`config.mk`:
```
export PLATFORM = sky130hd
export DESIGN_NAME = tbl_interp
export DESIGN_NICKNAME = d
export VERILOG_FILES = /design/src/rtl/tbl_interp_pkg.sv /design/src/rtl/tbl_interp_addr.sv /design/src/rtl/tbl_interp_ctl.sv /design/src/rtl/tbl_interp_alu.sv /design/src/rtl/tbl_interp.sv
export SDC_FILE = /design/constraint.sdc
export NUM_CORES = 1
export LEC_CHECK = 0
export BUFFER_PORTS_ARGS = -buffer_cell sky130_fd_sc_hd__buf_2
export CAP_MARGIN = 20
export CORE_MARGIN = 4
export CORE_UTILIZATION = 50
export DETAILED_ROUTE_END_ITERATION = 12
export PLACE_DENSITY_LB_ADDON = 0.2
export RECOVER_POWER = 50
export SYNTH_ARGS = -nofsm -noshare
export SYNTH_HDL_FRONTEND = slang
export SYNTH_HIERARCHICAL = 1
export SYNTH_SLANG_ARGS = --single-unit
```
`constraint.sdc`:
```
create_clock -name clk -period 28.9 [get_ports clk]
set_input_delay 1.445 -clock clk [delete_from_list [all_inputs] [get_ports clk]]
set_output_delay 1.445 -clock clk [all_outputs]
set_load 0.005 [all_outputs]
```
`src/rtl/tbl_interp_pkg.sv`:
```
package tbl_interp_pkg;

    localparam int DATA_W = 32;
    localparam int IDX_W  = 8;
    localparam int FRAC_W = 8;
    localparam int ACC_W  = DATA_W + 2 + FRAC_W;

    typedef enum logic [1:0] {
        SZ_BYTE  = 2'd0,
        SZ_WORD  = 2'd1,
        SZ_LONG  = 2'd2,
        SZ_LONG3 = 2'd3
    } ent_size_e;

    typedef enum logic [1:0] {
        ST_IDLE = 2'd0,
        ST_RD0  = 2'd1,
        ST_RD1  = 2'd2,
        ST_CALC = 2'd3
    } ctl_state_e;

    typedef struct packed {
        logic [DATA_W-1:0] e0;
        logic [DATA_W-1:0] e1;
        logic [FRAC_W-1:0] frac;
        logic              rnd;
    } alu_op_t;

    typedef struct packed {
        logic [DATA_W-1:0] value;
        logic              ovf;
    } alu_res_t;

    function automatic logic [1:0] size_shift(ent_size_e s);
        case (s)
            SZ_BYTE: return 2'd0;
            SZ_WORD: return 2'd1;
            default: return 2'd2;
        endcase
    endfunction

    function automatic logic [DATA_W-1:0] sext_entry(logic [DATA_W-1:0] raw, ent_size_e s);
        case (s)
            SZ_BYTE: return {{(DATA_W-8){raw[7]}}, raw[7:0]};
            SZ_WORD: return {{(DATA_W-16){raw[15]}}, raw[15:0]};
            default: return raw;
        endcase
    endfunction

endpackage

```
`src/rtl/tbl_interp_addr.sv`:
```
module tbl_interp_addr
    import tbl_interp_pkg::*;
#(
    parameter int AW = 32
) (
    input  logic [AW-1:0]    base_i,
    input  logic [IDX_W-1:0] idx_i,
    input  ent_size_e        size_i,
    input  logic             second_i,
    output logic [AW-1:0]    addr_o
);
    logic [1:0]    sh;
    logic [AW-1:0] offs;
    logic [AW-1:0] step;

    always_comb begin
        sh     = size_shift(size_i);
        offs   = AW'(idx_i) << sh;
        step   = second_i ? (AW'(1) << sh) : '0;
        addr_o = base_i + offs + step;
    end
endmodule

```
`src/rtl/tbl_interp_ctl.sv`:
```
module tbl_interp_ctl
    import tbl_interp_pkg::*;
(
    input  logic       clk,
    input  logic       rst,
    input  logic       start_i,
    input  logic       mode_reg_i,
    input  logic       mem_valid_i,
    output ctl_state_e state_o,
    output logic       accept_o,
    output logic       cap0_o,
    output logic       cap1_o,
    output logic       calc_o,
    output logic       req_o,
    output logic       second_o
);
    ctl_state_e state_q, state_d;

    always_comb begin
        state_d = state_q;
        case (state_q)
            ST_IDLE: if (start_i) state_d = mode_reg_i ? ST_CALC : ST_RD0;
            ST_RD0:  if (mem_valid_i) state_d = ST_RD1;
            ST_RD1:  if (mem_valid_i) state_d = ST_CALC;
            default: state_d = ST_IDLE;
        endcase
    end

    always_ff @(posedge clk) begin
        if (rst) state_q <= ST_IDLE;
        else     state_q <= state_d;
    end

    always_comb begin
        state_o  = state_q;
        accept_o = (state_q == ST_IDLE) && start_i;
        cap0_o   = (state_q == ST_RD0) && mem_valid_i;
        cap1_o   = (state_q == ST_RD1) && mem_valid_i;
        calc_o   = (state_q == ST_CALC);
        req_o    = (state_q == ST_RD0) || (state_q == ST_RD1);
        second_o = (state_q == ST_RD1);
    end
endmodule

```
`src/rtl/tbl_interp_alu.sv`:
```
module tbl_interp_alu
    import tbl_interp_pkg::*;
(
    input  alu_op_t  op_i,
    output alu_res_t res_o
);
    logic signed [ACC_W-1:0] e0_w, e1_w, diff_w, frac_w, prod_w, rnd_w, unr_w, sel_w;

    always_comb begin
        e0_w   = ACC_W'($signed(op_i.e0));
        e1_w   = ACC_W'($signed(op_i.e1));
        diff_w = e1_w - e0_w;
        frac_w = $signed({{(ACC_W-FRAC_W){1'b0}}, op_i.frac});
        prod_w = diff_w * frac_w;
        rnd_w  = e0_w + ((prod_w + ACC_W'(128)) >>> FRAC_W);
        unr_w  = (e0_w <<< FRAC_W) + prod_w;
        sel_w  = op_i.rnd ? rnd_w : unr_w;
        res_o.value = sel_w[DATA_W-1:0];
        res_o.ovf   = !op_i.rnd &&
                      (unr_w[ACC_W-1:DATA_W-1] != {(ACC_W-DATA_W+1){unr_w[DATA_W-1]}});
    end
endmodule

```
`src/rtl/tbl_interp.sv`:
```
module tbl_interp
    import tbl_interp_pkg::*;
#(
    parameter int AW = 32
) (
    input  logic              clk,
    input  logic              rst,
    input  logic              start_i,
    input  logic              mode_reg_i,
    input  logic [1:0]        size_i,
    input  logic              round_i,
    input  logic [15:0]       x_i,
    input  logic [AW-1:0]     base_i,
    input  logic [31:0]       ent_a_i,
    input  logic [31:0]       ent_b_i,
    output logic              mem_req_o,
    output logic [AW-1:0]     mem_addr_o,
    input  logic              mem_valid_i,
    input  logic [31:0]       mem_rdata_i,
    output logic              done_o,
    output logic [31:0]       result_o,
    output logic              ovf_o
);
    ctl_state_e        state;
    logic              accept, cap0, cap1, calc, second;
    alu_op_t           op_q;
    alu_res_t          res_w;
    ent_size_e         size_q;
    logic [IDX_W-1:0]  idx_q;
    logic [AW-1:0]     base_q;
    logic              done_q, ovf_q;
    logic [DATA_W-1:0] result_q;
    ent_size_e         size_in;

    assign size_in = ent_size_e'(size_i);

    tbl_interp_ctl u_ctl (
        .clk         (clk),
        .rst         (rst),
        .start_i     (start_i),
        .mode_reg_i  (mode_reg_i),
        .mem_valid_i (mem_valid_i),
        .state_o     (state),
        .accept_o    (accept),
        .cap0_o      (cap0),
        .cap1_o      (cap1),
        .calc_o      (calc),
        .req_o       (mem_req_o),
        .second_o    (second)
    );

    tbl_interp_addr #(.AW(AW)) u_addr (
        .base_i   (base_q),
        .idx_i    (idx_q),
        .size_i   (size_q),
        .second_i (second),
        .addr_o   (mem_addr_o)
    );

    tbl_interp_alu u_alu (
        .op_i  (op_q),
        .res_o (res_w)
    );

    always_ff @(posedge clk) begin
        if (rst) begin
            op_q     <= '0;
            size_q   <= SZ_BYTE;
            idx_q    <= '0;
            base_q   <= '0;
            done_q   <= 1'b0;
            ovf_q    <= 1'b0;
            result_q <= '0;
        end else begin
            if (accept) begin
                op_q.frac <= x_i[FRAC_W-1:0];
                op_q.rnd  <= round_i;
                idx_q     <= x_i[15:FRAC_W];
                size_q    <= size_in;
                base_q    <= base_i;
                if (mode_reg_i) begin
                    op_q.e0 <= sext_entry(ent_a_i, size_in);
                    op_q.e1 <= sext_entry(ent_b_i, size_in);
                end
            end
            if (cap0) op_q.e0 <= sext_entry(mem_rdata_i, size_q);
            if (cap1) op_q.e1 <= sext_entry(mem_rdata_i, size_q);
            done_q <= calc;
            if (calc) begin
                result_q <= res_w.value;
                ovf_q    <= res_w.ovf;
            end
        end
    end

    assign done_o   = done_q;
    assign result_o = result_q;
    assign ovf_o    = ovf_q;
endmodule

```
Word level (Yosys, flattened, before mapping)
Index checks and enable logic that the tools add are counted.
Storage, ports and cells
  logic and storage cells: 60
  input bits: 152
  register bits: 151
  output and inout bits: 67
Cells by class
  reduce and logical (&&, ||, !) cells: 16
  shifts and indexed selects: 2
  mux-type cells: 15
  $mul: 1
  eq/ne operators: 9
  add/sub/neg operators: 6
Operators with widths (number)
  one-hot mux 32 bit (2 select lines): 3
  two-way mux 32 bit: 4
  adder 32 bit: 3
  two-way mux 73 bit: 1
  two-way mux 64 bit: 1
  adder 40 x 42 -> 42 bit: 1
  multiplier 33 x 9 -> 42 bit: 1
  adder 40 x 9 -> 40 bit, second input constant: 1
  subtractor 32 x 32 -> 33 bit: 1
  left shift 1 x 2 -> 32 bit, first input constant: 1
  left shift 8 x 2 -> 32 bit: 1
  != test 10 bit: 1
  two-way mux 2 bit: 4
  nonzero test 2 bit: 4
  equality test 2 x 1 -> 1 bit, second input constant: 3
  logical NOT 2 bit: 3
  != test 2 bit, second input constant: 3
  one-hot mux 2 bit (3 select lines): 1
  equality test 2 bit, second input constant: 2
  logical AND 1 bit: 4
  one-hot mux 2 bit (2 select lines): 1
  AND reduction 2 bit: 2
  AND reduction 3 bit: 1
  logical NOT 1 bit: 1
  logical OR 1 bit: 1

Logic depth before layout (Yosys ltp)
Gate-level depths: netlist of run 1.
  depth after elaboration: 5
  depth in mapped cells: 49
  depth with buffers taken out: 47

By module
The synthesis of run 1 kept the hierarchy.
By module, submodules not included
  tbl_interp_alu: cells an instance 1924, area each 15159.5 um^2, sequential area each 0.0 um^2, instances 1
  tbl_interp: cells an instance 722, area each 6621.4 um^2, sequential area each 2982.9 um^2, instances 1
  tbl_interp_addr: cells an instance 182, area each 1335.0 um^2, sequential area each 0.0 um^2, instances 1
  tbl_interp_ctl: cells an instance 21, area each 224.0 um^2, sequential area each 40.0 um^2, instances 1

Worst setup path after synthesis of run 1
Ideal clock, no wire load.
  path type: reg2reg
  start point: register op_q[48] in the netlist's numbering
  end point: register result_q[28], in the netlist result_o[28]
  buffers on the path: 2
  setup slack: 19.305 ns
  library setup time: 0.128 ns
  arrival time: 9.468 ns
  data required time: 28.772 ns
  cell stages (with the launch flop): 45
  period minus slack after synthesis: 9.595 ns
  path through: dfxtp_1 inv_1 ha_1 and3_1 a2111oi_0 a21oi_1 a21o_1 a21o_1 a21oi_1 o21ai_0 a221oi_1 xnor2_1 nand2_1 fa_1 inv_1 fa_1 fa_1 inv_1 (+9 left out) a31oi_4 nor4b_4 or4b_4 and3b_1 buf_6 nand3_4 xnor2_2 ha_1 a21oi_1 nand2_1 a21oi_1 nor3_1 a2111oi_0 xnor2_1 nand2_1 o21ai_0 mux2i_1 nor2_1
RTL lines
  start: declaration: line tbl_interp.sv:26  | alu_op_t op_q;
  end signal: assignment: line tbl_interp.sv:90  | result_q <= res_w.value;
  end: declaration: line tbl_interp.sv:32  | logic [DATA_W-1:0] result_q;

==> metrics.cfg, run 1 <==
[outcome]
outcome = finished, violations left
violations = capacitance limit, slew limit

[setup_path]
r2r_start = op_q[48]
r2r_setup_slack_ns = 16.79
r2r_cells = 42
critPathCaptureType = register
cpPeakStageDelay_ns = 0.75
cp_slowest_cell = a2111oi_0
criticalPathCategory = reg -> reg
required_ns = 29.08
critPathMaxFanout = 8
cp_data_arrival_time_ns = 12.28
rr_endpoint = result_o[28]
startpoint_type = register

[cells_and_area]
syn2layout_area_growth_pct = 8.53
layout-drive-gt1-share_pct = 10.7
fin_nets = 3542

[sta]
setup_ws_ns = 16.79
slew_headroom_pct = -165
setup_viol = 0
rsz0062_at_grt = false
timing_hold_violations_final = 0
tightest_slew_ns = 3.97
fin_crit_ns = 12.11
period_share_pct = 41.9
finalClockSkew_ns = 0.0137
fmax_mhz = 82.6
tns_ns = 0
slew_viol_final = 155

[synthesis]
ys_warn_count = 6
synthTopCellsByCount = 327 x inv_1, 260 x nand2_1, 212 x fa_1, 207 x ha_1, 190 x nor2_1
synth.most_common_cell = inv_1
ys_seq_area_share_pct = 13.0
yosysUniqueCellTypes = 117
synth_top_flop_cell = dfxtp_1
synth_area_um2 = 23300
synthCells = 2849
synth_top_area_share_pct = 18.2
synth-edff-count = 0
async_flop_share_pct = 0
synth.avg_cell_area_um2 = 8.19
synth_top_cell_by_area = fa_1
synth_area_leaders = fa_1 18%, dfxtp_1 13%, ha_1 11%, inv_1 5.3%, xnor2_1 4.4%
synth-seq-cells = 151

[placed_design]
dp_hpwl_mm = 53.9
buffer_ports.inserted = 218
globalplace.congestion = 0.932
place_ws_ns = 17.22

[hold_path]
min_path_cells = 2
holdPathEnd = base_q[0]
hp-class = reg -> reg
hold_start = base_q[0]

[drt]
first_pass_iters = 8
drt_iter0_drc = 1321
drt_wl_total_mm = 67.0
drc = 0
viasPerCell = 5.78
dr_total_vias = 20700
avgRoutedWirePerCell_um = 18.7
postRouteAntennaNets = 0

[global_routing]
grtUsageTotal_pct = 26.5
antenna_found_initial = 7
grt_pass1_wl_mm = 110
grt_max_degree = 85
grt_pass1_vias = 21000
grt-ovfl-total = 0

[cts]
cts_made_buffers = 17
cts_tree = yes
cts_hold_buf = 0
htreeDepth = 4
clk_latency_ns = 0.45
clkTransAtPathRegs_ns = 0.07
clockBufferDepth = 2
cts-root-buf = clkbuf_16
ctsResizeCount = 0
clock_sinks = 151
cts_setup_buffers = 0

[floorplanning]
die_area_um2 = 50200
die_width_um = 224
ioPinCount = 219
die-height_um = 224
row_count = 78
start_util_pct = 51.0
coreArea_um2 = 45800

[job]
maxCapViolCount = 2

-- worst max-delay path by stage --
stage | startpoint | to | slack (ns) | depth (start not counted)
after floorplan | op_q[48] | result_o[28] | 19.30 | 44
after global placement | op_q[48] | result_o[30] | 17.21 | 42
after detailed placement | op_q[48] | result_o[28] | 17.22 | 42
after CTS | op_q[48] | result_o[28] | 17.09 | 42
after global routing | op_q[48] | result_o[28] | 15.88 | 42
final | op_q[48] | result_o[28] | 16.79 | 42
-- placed cells by master, fill, tap and decap left out, drive strengths merged, types with 9 or more instances in the layout --
master,count
mux2,11
nor2,190
fa,212
o21bai,15
dfxtp,151
nand2b,67
nand2,266
inv,333
a2111oi,9
xor2,52
a311oi,16
o21ai,102
and2,147
mux2i,100
nor2b,47
and3,36
a21o,70
buf,206
or3,12
ha,207
o211ai,92
a21oi,129
nor3,45
a211oi,34
nand3,33
clkbuf,45
o21a,31
nand4,17
a31oi,49
xnor2,121
-- per-layer routing --
metal | up-vias | GRT usage (%) | wire length [µm]
met1 | 10100 | 38.7 | 31600
met3 | 66 | 3.87 | 4250
met2 | 635 | 42.4 | 30300
li1 | 9907 | - | -
met4 | 10 | 4.71 | 760
met5 | - | 0 | 67
-- through the flow --
stage	std cells	utilization (%)	area, µm²	hold slack (ns)
after floorplan	2850	-	23300	0.451
after global placement	3550	54.0	24700	0.474
after detailed placement	3551	54.0	24700	0.475
after CTS	3583	55.4	25400	0.493
after global routing	3586	55.3	25300	0.517
final	3587	55.3	25300	0.494
-- layout make-up --
cell class | instances | area (µm²)
Antenna cell | 3 | 7.51
Clock inverter | 15 | 234
Sequential cell | 151 | 3030
Tap cell | 600 | 751
Multi-Input combinational cell | 2239 | 18500
Clock buffer | 17 | 425
Timing Repair Buffer | 234 | 1170
Inverter | 328 | 1230
Fill cell | 4359 | 20400
-- logic make-up after synthesis --
| family | share of synthesized area (%) |
|---|---|
| and+or+nand+nor | 19.9 |
| AOI/OAI and AO/OA | 18.5 |
| buffers and inverters | 7.85 |
| adders and majority gates | 29.3 |
| xor gates and xnor gates | 6.65 |
| DFF | 13.0 |
| muxes | 4.85 |
| other | 0.0161 |
-- registers in the layout, summed over array words and instances, names as in the netlist --
| register | cells |
|---|---|
| op_q | 73 |
| base_q | 32 |
| result_o | 32 |
| idx_q | 8 |
| size_q | 2 |
| u_ctl/state_o | 2 |
| done_o | 1 |
| ovf_o | 1 |
-- worst max-delay path, delay by kind of cell (launching register included) --
family	cells	cell delay, ns
flip-flops	1	0.47
buffers and inverters	4	0.24
AO/OA/AOI/OAI	16	4.69
multiplexers	1	0.16
adder cells (fa/ha/maj)	7	3.23
XOR/XNOR	4	1.32
AND/OR/NAND/NOR	10	1.72
Power of run 1 is left out: the tool's default activity adds up to more than one toggle a clock period on the data nets, which glitch-free logic cannot reach.
==> run 2: changes to the inputs <==
Settings changed: ABC_AREA set to 1.
Clock period 28.9 ns to 10.4 ns, I/O delays scaled along.
==> run 2 against run 1 <==
Effect of this change:
- the flow still finishes with violations (capacitance limit, slew limit)
- wire length grew 27%
- first-iteration DRC count increased by 87%
- die area up 7.1%
- core utilization increased by 0.22 points
- maximum frequency rose by 22%
- design area up 8.0%
- critical path type unchanged
- highest routed layer unchanged
==> metrics.cfg, run 2 <==
[synthesis]
ys_seq_area_share_pct = 12.1  ; -0.89 points
async_flop_share_pct = 0  ; unchanged
synth_top_cell_by_area = fa_1
synth_area_um2 = 25100  ; +7.3%
synth-seq-cells = 151  ; unchanged
ys_warn_count = 6  ; unchanged
synth.most_common_cell = nand2_1
synth.avg_cell_area_um2 = 6.40  ; -22%
synth_area_leaders = fa_1 17%, nand2_1 13%, dfxtp_1 12%, inv_1 10%, ha_1 10%
synthCells = 3917  ; +37%
synth_top_area_share_pct = 16.9  ; -1.2 points
yosysUniqueCellTypes = 67  ; -43%
synth_top_flop_cell = dfxtp_1
synthTopCellsByCount = 859 x nand2_1, 691 x inv_1, 581 x nor2_1, 231 x o21ai_0, 215 x a21oi_1
synth-edff-count = 0  ; unchanged

[sta]
tightest_slew_ns = 2.35  ; -1.63 ns
fin_hold_ws_ns = 0.275  ; -0.219 ns
fmax_mhz = 101  ; +22%
tns_ns = 0  ; unchanged
timing_hold_violations_final = 0  ; unchanged
rsz0062_at_grt = false
period_share_pct = 95.2  ; +53 points
fin_crit_ns = 9.90  ; -2.21 ns
finalClockSkew_ns = 0.0104  ; -0.00333 ns
setup_ws_ns = 0.501  ; -16.29 ns
setup_viol = 0  ; unchanged
slew_headroom_pct = -56.4  ; +110 points
slew_viol_final = 109  ; -30%

[job]
maxCapViolCount = 2  ; unchanged

[placed_design]
globalplace.congestion = 1.05  ; +13%
place_ws_ns = 0.808  ; -16.41 ns
dp_hpwl_mm = 71.3  ; +32%
buffer_ports.inserted = 218  ; unchanged

[setup_path]
crit_buf_inv = 4  ; unchanged
cp_data_arrival_time_ns = 10.25  ; -2.03 ns
critPathCaptureType = register
critPathMaxFanout = 7  ; -1
cpPeakStageDelay_ns = 0.58  ; -0.17 ns
crit_top_cell = nand2_1
cp_slowest_cell = xor2_1
criticalPathCategory = reg -> reg
startpoint_type = register
critPathLaunch = op_q[42]
path_delay_family = simple AND/OR/NAND/NOR gates
r2r_start = op_q[42]
required_ns = 10.75  ; -18.33 ns

[cts]
clock_sinks = 151  ; unchanged
clockBufferDepth = 2  ; unchanged
cts_made_buffers = 17  ; unchanged
cts-root-buf = clkbuf_16
cts_tree = yes
clkTransAtPathRegs_ns = 0.08  ; about the same
htreeDepth = 4  ; unchanged
clk_latency_ns = 0.46  ; about the same

[cells_and_area]
regMostFlops = op_q
fin_nets = 4661  ; +32%
multiInputGateArea_um2 = 18900  ; +2.1%
largest_reg_flops = 73  ; unchanged
layout_common_cells = 861 x nand2_1, 693 x inv_1, 581 x nor2_1, 230 x o21ai_0, 215 x a21oi_1
final_util_pct = 55.6  ; +0.22 points
final_common_cell = nand2_1
fill_cells = 5129  ; +18%
syn2layout_area_growth_pct = 9.24
seq_area_um2 = 3020  ; -0.17%
layout-drive-gt1-share_pct = 10.5  ; -0.23 points

[drt]
avgRoutedWirePerCell_um = 17.9  ; -4.2%
drc = 0  ; unchanged
viasPerCell = 5.36  ; -7.2%
dr_total_vias = 25600  ; +23%
first_pass_iters = 6  ; -2
drt_iter0_drc = 2465  ; +87%
drt_wl_total_mm = 85.4  ; +27%
postRouteAntennaNets = 0  ; unchanged

[floorplanning]
ioPinCount = 219  ; unchanged
start_util_pct = 50.9  ; -0.13 points
die_width_um = 232  ; +3.5%
die-height_um = 232  ; +3.5%
row_count = 81  ; +3.8%
coreArea_um2 = 49300  ; +7.6%
die_area_um2 = 53700  ; +7.1%

[global_routing]
antenna_found_initial = 8  ; +1
grt_pass1_vias = 24400  ; +17%
grt_max_degree = 109  ; +28%
grt_pass1_wl_mm = 134  ; +22%
grtUsageTotal_pct = 31.6  ; +5.1 points
grt-ovfl-total = 0  ; unchanged

[outcome]
violations = capacitance limit, slew limit
outcome = finished, violations left

[hold_path]
hp-class = in -> reg
hold_start = base_i[18]

-- run 2: changes by cell type after synthesis, moves of 89 or more --
cell	previous run	this run
a21oi_1	126	215
and2_1	146	6
inv_1	327	691
mux2i_1	100	1
nand2_1	260	859
nand3_1	32	180
nor2_1	190	581
o21ai_0	93	231
-- run 2: final cells by class --
type | count | area share (%)
well taps | 664 | 3.04
diodes | 6 | 0.0549
multi-input cells | 2953 | 69.0
clock buffers | 18 | 1.60
flip-flops and latches | 151 | 11.0
repair buffers | 251 | 4.92
clock inverters | 14 | 0.553
inverters | 716 | 9.83
-- run 2: worst reg2reg max path: cells and delay by family, from the launching register on --
| family | cells | cell delay (ns) |
|---|---|---|
| XOR/XNOR | 3 | 1.27 |
| AO/OA/AOI/OAI | 7 | 1.20 |
| buffers and inverters | 4 | 0.43 |
| flip-flops | 1 | 0.55 |
| adder cells (fa/ha/maj) | 7 | 3.12 |
| AND/OR/NAND/NOR | 23 | 3.23 |
-- run 2: what timing repair did --
| item | 4_1_cts | 5_1_grt |
|---|---|---|
| hold buffers | 0 | 0 |
| setup buffers | 0 | 0 |
| endpoints found under the setup margin | 0 | 2 |
| hold endpoints to repair | 0 | 0 |
| resized for setup | 0 | 3 |
-- run 2: final timing paths --
check / to / slack, ns / cells past startpoint
setup / recovery: result_o[28] / 0.50 / 44
hold / removal: base_q[18] / 0.27 / 3
setup reg to reg: result_o[28] / 0.50 / 44
hold reg to reg: op_q[13] / 0.49 / 2
-- run 2: routing by layer --
metal / track usage, % / up-vias / wire length (µm) / part of all wire (%)
li1: - / 12600 / - / -
met1: 44.8 / 11900 / 38300 / 45
met2: 50.2 / 1023 / 38000 / 44
met3: 4.88 / 139 / 6870 / 8.0
met4: 8.89 / 6 / 2190 / 2.6
met5: 0 / - / 43 / 0.050
-- run 2: cell families (layout without fill, tap and decap cells) --
| kind of cell | Yosys count | after routing | share of synthesized area, % |
|---|---|---|---|
| muxes | 1 | 1 | 0.0400 |
| adders and majority gates | 419 | 419 | 27.3 |
| and+or+nand+nor | 1884 | 1884 | 32.6 |
| xor gates and xnor gates | 99 | 99 | 3.49 |
| buffers and inverters | 814 | 999 | 12.6 |
| AOI/OAI and AO/OA | 548 | 548 | 11.9 |
| other | 1 | 8 | 0.0150 |
| DFF | 151 | 151 | 12.1 |
-- run 2: metrics by stage --
step,std cells,cell area [µm²]
finish,4773,27400
global route,4772,27400
CTS,4765,27300
detailed placement,4733,26700
global placement,4733,26700
floorplan,3918,25100
Power of run 2 is left out for the same reason.
